==> config.mk <==
export PLATFORM = sky130hd
export DESIGN_NAME = cam_addr_filter
export DESIGN_NICKNAME = d
export VERILOG_FILES = /design/src/rtl/camf_pkg.sv /design/src/rtl/camf_store.sv /design/src/rtl/camf_load_fsm.sv /design/src/rtl/camf_decide.sv /design/src/rtl/cam_addr_filter.sv
export SDC_FILE = /design/constraint.sdc
export NUM_CORES = 2
export LEC_CHECK = 0
export ABC_CLOCK_PERIOD_IN_PS = 4000
export BUFFER_PORTS_ARGS = -buffer_cell sky130_fd_sc_hd__buf_2
export CAP_MARGIN = 5
export CORE_ASPECT_RATIO = 0.6
export CORE_MARGIN = 8
export CORE_UTILIZATION = 53
export DETAILED_ROUTE_END_ITERATION = 7
export HOLD_SLACK_MARGIN = 0.08
export PLACE_DENSITY = 0.77
export SYNTH_ARGS = -nofsm -noshare
export SYNTH_HDL_FRONTEND = slang
export SYNTH_SLANG_ARGS = --single-unit
==> constraint.sdc <==
create_clock -name clk -period 4 [get_ports clk]
set_input_delay 0.4 -clock clk [delete_from_list [all_inputs] [get_ports clk]]
set_output_delay 0.4 -clock clk [all_outputs]
set_load 0.005 [all_outputs]
==> src/rtl/camf_pkg.sv <==
package camf_pkg;
    typedef enum logic [2:0] {
        LS_IDLE,
        LS_IDX,
        LS_W0,
        LS_W1,
        LS_W2,
        LS_MASK
    } ld_state_e;

    localparam int TYPE_BC = 0;
    localparam int TYPE_MC = 1;
endpackage

==> src/rtl/camf_store.sv <==
module camf_store #(
    parameter int N_ENT   = 16,
    parameter int WORD_W  = 16,
    parameter int N_WORDS = 3,
    localparam int IDX_W  = $clog2(N_ENT),
    localparam int SEL_W  = $clog2(N_WORDS),
    localparam int ADDR_W = WORD_W * N_WORDS
) (
    input  logic              clk,
    input  logic              rst_n,
    input  logic              wr_en,
    input  logic [IDX_W-1:0]  wr_idx,
    input  logic [SEL_W-1:0]  wr_sel,
    input  logic [WORD_W-1:0] wr_data,
    input  logic              mask_we,
    input  logic [N_ENT-1:0]  mask_data,
    input  logic [ADDR_W-1:0] probe,
    output logic              hit,
    input  logic [IDX_W-1:0]  rd_idx,
    input  logic [SEL_W-1:0]  rd_sel,
    output logic [WORD_W-1:0] rd_data
);
    logic [WORD_W-1:0] ent [N_ENT][N_WORDS];
    logic [N_ENT-1:0]  mask;
    logic [N_ENT-1:0]  hitv;

    always_ff @(posedge clk or negedge rst_n) begin
        if (!rst_n) begin
            mask <= '0;
            for (int e = 0; e < N_ENT; e++)
                for (int w = 0; w < N_WORDS; w++)
                    ent[e][w] <= '0;
        end else begin
            if (wr_en && (int'(wr_sel) < N_WORDS))
                ent[wr_idx][wr_sel] <= wr_data;
            if (mask_we)
                mask <= mask_data;
        end
    end

    for (genvar g = 0; g < N_ENT; g++) begin : g_cmp
        logic [ADDR_W-1:0] flat;
        always_comb begin
            for (int w = 0; w < N_WORDS; w++)
                flat[ADDR_W-1-w*WORD_W -: WORD_W] = ent[g][w];
        end
        assign hitv[g] = mask[g] && (flat == probe);
    end

    assign hit = |hitv;

    always_comb begin
        if (int'(rd_sel) < N_WORDS)
            rd_data = ent[rd_idx][rd_sel];
        else
            rd_data = '0;
    end

    // the mask word lands in the mask register one edge later
    a_r10_mask_taken: assert property (@(posedge clk) disable iff (!rst_n)
        mask_we |=> mask == $past(mask_data));
    // with no enable bit set no entry can hit
    a_r1_no_hit_unmasked: assert property (@(posedge clk) disable iff (!rst_n)
        (mask == '0) |-> !hit);
endmodule

==> src/rtl/camf_load_fsm.sv <==
module camf_load_fsm #(
    parameter int N_ENT  = 16,
    parameter int CNT_W  = 5,
    localparam int IDX_W = $clog2(N_ENT)
) (
    input  logic             clk,
    input  logic             rst_n,
    input  logic             start,
    input  logic [CNT_W-1:0] count,
    input  logic             valid,
    input  logic [IDX_W-1:0] idx_in,
    output logic             busy,
    output logic             done,
    output logic             wr_en,
    output logic [IDX_W-1:0] wr_idx,
    output logic [1:0]       wr_sel,
    output logic             mask_we
);
    import camf_pkg::*;

    ld_state_e        state, state_nx;
    logic [CNT_W-1:0] cnt;
    logic [IDX_W-1:0] idx;

    always_comb begin
        state_nx = state;
        unique case (state)
            LS_IDLE: if (start) state_nx = (count != '0) ? LS_IDX : LS_MASK;
            LS_IDX:  if (valid) state_nx = LS_W0;
            LS_W0:   if (valid) state_nx = LS_W1;
            LS_W1:   if (valid) state_nx = LS_W2;
            LS_W2:   if (valid) state_nx = (cnt == CNT_W'(1)) ? LS_MASK : LS_IDX;
            LS_MASK: if (valid) state_nx = LS_IDLE;
            default: state_nx = LS_IDLE;
        endcase
    end

    always_ff @(posedge clk or negedge rst_n) begin
        if (!rst_n) state <= LS_IDLE;
        else        state <= state_nx;
    end

    always_ff @(posedge clk or negedge rst_n) begin
        if (!rst_n) begin
            cnt  <= '0;
            idx  <= '0;
            done <= 1'b0;
        end else begin
            if (state == LS_IDLE && start) begin
                cnt  <= count;
                done <= 1'b0;
            end
            if (state == LS_IDX && valid) idx <= idx_in;
            if (state == LS_W2 && valid)  cnt <= cnt - CNT_W'(1);
            if (state == LS_MASK && valid) done <= 1'b1;
        end
    end

    always_comb begin
        busy    = (state != LS_IDLE);
        wr_en   = 1'b0;
        wr_sel  = 2'd0;
        mask_we = 1'b0;
        wr_idx  = idx;
        unique case (state)
            LS_W0:   begin wr_en = valid; wr_sel = 2'd0; end
            LS_W1:   begin wr_en = valid; wr_sel = 2'd1; end
            LS_W2:   begin wr_en = valid; wr_sel = 2'd2; end
            LS_MASK: mask_we = valid;
            default: ;
        endcase
    end

    // an entry loop is only ever entered with entries left to take
    a_r9_loop_has_count: assert property (@(posedge clk) disable iff (!rst_n)
        (state == LS_IDX || state == LS_W0 || state == LS_W1 || state == LS_W2) |-> cnt != '0);
    // the mask word ends the load with done set
    a_r10_done_after_mask: assert property (@(posedge clk) disable iff (!rst_n)
        (state == LS_MASK && valid) |=> (done && !busy));
    // while idle no table write is issued
    a_r12_idle_no_write: assert property (@(posedge clk) disable iff (!rst_n)
        !busy |-> !(wr_en || mask_we));
endmodule

==> src/rtl/camf_decide.sv <==
module camf_decide #(
    parameter int ADDR_W = 48
) (
    input  logic              clk,
    input  logic              rst_n,
    input  logic              prom,
    input  logic              allmc,
    input  logic              bcast,
    input  logic              in_valid,
    input  logic [ADDR_W-1:0] dst,
    input  logic              hit,
    output logic              res_valid,
    output logic              accept,
    output logic [1:0]        ftype
);
    import camf_pkg::*;

    logic       grp, is_bc, acc_d;
    logic [1:0] typ_d;

    assign grp   = dst[ADDR_W-8];
    assign is_bc = &dst;

    always_comb begin
        acc_d = 1'b0;
        typ_d = 2'b00;
        if (prom && !grp) begin
            acc_d = 1'b1;
        end else if (allmc && grp) begin
            acc_d = 1'b1;
            typ_d[TYPE_MC] = 1'b1;
        end else if (bcast && is_bc) begin
            acc_d = 1'b1;
            typ_d[TYPE_BC] = 1'b1;
        end else if (hit) begin
            acc_d = 1'b1;
            typ_d[TYPE_BC] = is_bc;
            typ_d[TYPE_MC] = grp && !is_bc;
        end
    end

    always_ff @(posedge clk or negedge rst_n) begin
        if (!rst_n) begin
            res_valid <= 1'b0;
            accept    <= 1'b0;
            ftype     <= 2'b00;
        end else begin
            res_valid <= in_valid;
            if (in_valid) begin
                accept <= acc_d;
                ftype  <= typ_d;
            end
        end
    end

    // one result per strobe, exactly one cycle later
    a_r8_result_follows: assert property (@(posedge clk) disable iff (!rst_n)
        in_valid |=> res_valid);
    a_r8_no_spurious: assert property (@(posedge clk) disable iff (!rst_n)
        !in_valid |=> !res_valid);
    // a rejected frame carries no type flag
    a_r6_reject_no_type: assert property (@(posedge clk) disable iff (!rst_n)
        (res_valid && !accept) |-> ftype == 2'b00);
    // broadcast and group flags are never reported together
    a_r7_one_flag: assert property (@(posedge clk) disable iff (!rst_n)
        res_valid |-> $onehot0(ftype));
endmodule

==> src/rtl/cam_addr_filter.sv <==
module cam_addr_filter #(
    parameter int N_ENT   = 16,
    parameter int CNT_W   = 5,
    localparam int WORD_W = 16,
    localparam int N_WORDS = 3,
    localparam int ADDR_W = WORD_W * N_WORDS,
    localparam int IDX_W  = $clog2(N_ENT)
) (
    input  logic              clk,
    input  logic              rst_n,
    input  logic              mode_prom,
    input  logic              mode_allmc,
    input  logic              mode_bcast,
    input  logic              f_valid,
    input  logic [ADDR_W-1:0] f_dst,
    output logic              f_res_valid,
    output logic              f_accept,
    output logic [1:0]        f_type,
    input  logic              ld_start,
    input  logic [CNT_W-1:0]  ld_count,
    input  logic              ld_valid,
    input  logic [WORD_W-1:0] ld_word,
    output logic              ld_busy,
    output logic              ld_done,
    input  logic              in_reset,
    input  logic [IDX_W-1:0]  rd_entry,
    input  logic [1:0]        rd_word,
    output logic [WORD_W-1:0] rd_data
);
    logic              wr_en, mask_we, hit;
    logic [IDX_W-1:0]  wr_idx;
    logic [1:0]        wr_sel;
    logic [WORD_W-1:0] rd_raw;

    camf_load_fsm #(.N_ENT(N_ENT), .CNT_W(CNT_W)) u_load (
        .clk(clk), .rst_n(rst_n), .start(ld_start), .count(ld_count),
        .valid(ld_valid), .idx_in(ld_word[IDX_W-1:0]), .busy(ld_busy),
        .done(ld_done), .wr_en(wr_en), .wr_idx(wr_idx), .wr_sel(wr_sel),
        .mask_we(mask_we)
    );

    camf_store #(.N_ENT(N_ENT), .WORD_W(WORD_W), .N_WORDS(N_WORDS)) u_store (
        .clk(clk), .rst_n(rst_n), .wr_en(wr_en), .wr_idx(wr_idx),
        .wr_sel(wr_sel), .wr_data(ld_word), .mask_we(mask_we),
        .mask_data(ld_word[N_ENT-1:0]), .probe(f_dst), .hit(hit),
        .rd_idx(rd_entry), .rd_sel(rd_word), .rd_data(rd_raw)
    );

    camf_decide #(.ADDR_W(ADDR_W)) u_decide (
        .clk(clk), .rst_n(rst_n), .prom(mode_prom), .allmc(mode_allmc),
        .bcast(mode_bcast), .in_valid(f_valid), .dst(f_dst), .hit(hit),
        .res_valid(f_res_valid), .accept(f_accept), .ftype(f_type)
    );

    assign rd_data = in_reset ? rd_raw : '0;

    // readback is closed outside the reset state
    a_r11_read_gated: assert property (@(posedge clk) disable iff (!rst_n)
        !in_reset |-> rd_data == '0);
endmodule

==> metrics.cfg <==
[placed_design]
placed_area_sq_mm=0.0482
dp_hpwl_mm=160
finalWeightedCongestion=1.08
dpl.cell_count=4619
dp_slack_ns=0.440
numPortBuffers=105

[floorplanning]
placement_rows=83
io-pin-count=106
floorplan.initialDensity_pct=53.2
die_x_um=394
chipHeight_um=243
core_area_sq_mm=0.0852
die_area_sq_mm=0.0955

[cts]
worst_setup_hold_path_clk_slew_ns=0.06
numCtsBuffers=79
clock_tree.htree_level_count=3
root_buffer=sky130_fd_sc_hd__clkbuf_16
clock_latency_ns=0.69
cts_buffer_depth=3
numClockSinks=801
tritoncts_clock_tree=yes

[timing]
finalWorstSetupSlack_ns=-0.0397
finalMaxSlewViolations=0
timing.fmax_mhz=248
post-route-period-util_pct=101
worst_pin_slew_ns=1.34
setup_tns_ns=-0.0397
timing.clock.skew_ns=0.0251
period_minus_slack_ns=4.04
grt_setup_unrepaired=no
relSlewSlack_pct=10.7
finalHoldViolCount=0
timing.final.setup_violations=1
holdWs_ns=0.119

[synth]
post_synth_inst_count=3439
yosys_cell_types=49
synthesis.yosys.warnings=0
flop_and_latch_count_out_of_synthesis=801
synth_top_cells_by_area=sky130_fd_sc_hd__dfrtp_1, sky130_fd_sc_hd__mux2_2, sky130_fd_sc_hd__mux4_2
dominant_register_cell_in_the_synthesized_netlist=sky130_fd_sc_hd__dfrtp_1
synth.largest_area_cell=sky130_fd_sc_hd__dfrtp_1
synth-edff-count=0
synthesized_area_per_cell_sq_um=13.2
synth_nets=3525
synth_seq_area_share_pct=44.2
yosysTopAreaCellShare_pct=44.2
mappedNetlistArea_sq_mm=0.0453
ys_async_sr_fraction_pct=100

[grt]
overflow=0
grt_max_degree=100
grt_antenna_before_repair=50
grt_pass1_vias=32800
wire_length_of_the_first_global_routing_pass_mm=290
globalRouteTotalUtil_pct=43.8

[drt]
count_of_unresolved_drc_violations_after_routing=0
drt-vias-per-instance=7.34
drt-wirelength-per-cell_um=44.9
detailed_route_wl_mm=215
drtAntennaViolNets=0
drt_pass1_iterations=6
via_count=35200
drtIter0Drc=6013

[layout]
final_util_pct=59.9
post_route_cells_drive_above_1_share_pct=41.1
fin_area_sq_mm=0.0510
fin_cells=4793
layout.nets=3648
area_growth_syn_to_layout_pct=12.5
n_fill_cell=6879

[power_and_ir_drop]
power-per-cell-area_mw_per_mm2=628
irDropWorstVdd_uv=415
internal_power_mw=19.7
share_of_power_burned_in_combinational_logic_pct=31.4
power.sequential.fraction_pct=43.5
power.switching_mw=12.3
p_leak_nw=23.1
power_switching_share_pct=38.5
clkPwrFrac_pct=25.2
total_power_mw=32.0

[min_path]
hp-start=mode_prom
worst_hold_path_type=in -> reg
worst_hold_path.num_cells=4
hold_path_end=u_decide.accept

[setup_path]
r2r.worst_path.cells=12
reg2reg_to=u_decide.ftype[0]
critPathCaptureType=flip-flop
wp_data_required_ns=4.62
regToRegSetupSlack_ns=-0.04
crit_path_max_fanout=3
worst_reg2reg_startpoint=u_store.ent[552]
critPathKind=reg -> reg
worst_setup_path_start_kind=flip-flop
startpoint=u_store.ent[552]
arrival_worst_endpoint_ns=4.66

[flow_run]
maxCapViolations=0

[outcome]
violations_in_the_final_reports=setup timing
status=finished, violations left

[synthesized netlist by cell type, drive strengths merged (4+ instances only)]
| library cell | instances |
|---|---|
| o2111ai | 5 |
| mux4 | 240 |
| dfrtp | 801 |
| nor4 | 125 |
| a221oi | 5 |
| a22o | 6 |
| inv | 59 |
| o2bb2ai | 7 |
| nor3b | 4 |
| nor2 | 48 |
| nand4 | 118 |
| xor2 | 402 |
| o21ai | 20 |
| o22ai | 32 |
| mux2i | 18 |
| clkbuf | 146 |
| a21oi | 10 |
| nand2b | 5 |
| buf | 150 |
| nor3 | 21 |
| xnor2 | 321 |
| nand3 | 18 |
| nand2 | 50 |
| mux2 | 781 |
| and2 | 18 |
| nor2b | 6 |
[cells by family after synthesis]
group,count (synthesis),synth area share (%)
compound gates,98,1.47
xor+xnor,723,14.0
fa+ha+maj,2,0.0552
buf+inv,355,3.38
flops,801,44.2
mux,1039,31.7
simple gates,421,5.21
[state kept, by name, summed over array words and instances (netlist names)]
name                flops
u_load.cnt              5
u_store.mask           16
u_load.state            3
u_decide.accept         1
u_decide.res_valid      1
u_load.wr_idx           4
u_decide.ftype          2
u_store.ent           768
u_load.done             1
[layout make-up]
| cell class | instances | area, sq um | area share, % |
|---|---|---|---|
| tap | 1147 | 1440 | 2.81 |
| multi-input combinational | 2283 | 23800 | 46.6 |
| sequential | 801 | 20000 | 39.3 |
| antenna | 21 | 52.6 | 0.103 |
| clock inverter | 41 | 479 | 0.940 |
| clock buffer | 103 | 2210 | 4.33 |
| inverter | 59 | 221 | 0.434 |
| timing repair buffer | 338 | 2780 | 5.45 |
[how the worst max path moves through the flow]
stage | to | slack, ns | cells after the start
finish | u_decide.ftype[0] | -0.04 | 12
floorplan | rd_data[14] | 1.27 | 8
CTS | u_decide.ftype[0] | 0.30 | 12
global route | u_decide.ftype[0] | 0.08 | 12
global placement | u_decide.ftype[0] | 0.41 | 10
detailed placement | u_decide.ftype[0] | 0.44 | 10
[cells in the final DEF, fill, tap and decap left out, types with 32 or more instances in the layout]
cell type                   count
sky130_fd_sc_hd__nor4_1       124
sky130_fd_sc_hd__nor2_1        45
sky130_fd_sc_hd__buf_4        195
sky130_fd_sc_hd__nand2_1       50
sky130_fd_sc_hd__mux2_2       781
sky130_fd_sc_hd__xnor2_1      320
sky130_fd_sc_hd__dfrtp_1      801
sky130_fd_sc_hd__inv_1         59
sky130_fd_sc_hd__xor2_1       402
sky130_fd_sc_hd__clkbuf_16     81
sky130_fd_sc_hd__mux4_2       240
sky130_fd_sc_hd__buf_2         96
sky130_fd_sc_hd__buf_12        35
sky130_fd_sc_hd__nand4_1      118
sky130_fd_sc_hd__o22ai_1       32
[power groups by stage]
stage	logic (mW)	clock network, mW	registers [mW]
after global placement	9.30	0	13.6
after CTS	9.49	8.06	13.6
after floorplan	6.17	0	12.2
after global routing	10.2	8.36	13.9
after detailed placement	9.41	0	13.7
final	10.0	8.06	13.9
[worst max-delay path, cell delays in order, from the launching register on]
cell and delay, ns:
sky130_fd_sc_hd__dfrtp_1 0.66, sky130_fd_sc_hd__xor2_1 0.28, sky130_fd_sc_hd__buf_4 0.21, sky130_fd_sc_hd__nor4_1 0.67, sky130_fd_sc_hd__and4_1 0.33, sky130_fd_sc_hd__nand4_1 0.11, sky130_fd_sc_hd__o22ai_1 0.20, sky130_fd_sc_hd__buf_4 0.21
sky130_fd_sc_hd__a211oi_1 0.09, sky130_fd_sc_hd__nand4_1 0.28, sky130_fd_sc_hd__nor2_1 0.07, sky130_fd_sc_hd__o32ai_1 0.28, sky130_fd_sc_hd__dlygate4sd3_1 0.59
[timing repair]
| item | 4_1_cts | 5_1_grt |
|---|---|---|
| resized for setup | 0 | 1 |
| hold endpoints to repair | 90 | 0 |
| endpoints found under the setup margin | 0 | 1 |
| hold buffers | 9 | 0 |
| buffers inserted | 0 | 0 |
[layer usage]
layer  vias to the layer above  global-route usage [%]  share of wire (%)
met2                      3491                    55.1                 37
met4                        46                    17.7                5.5
li1                      12700                       -                  -
met1                     18200                    58.7                 38
met5                         -                       0               0.16
met3                       750                    28.4                 19
No activity file was read; power rests on OpenSTA's default activity.
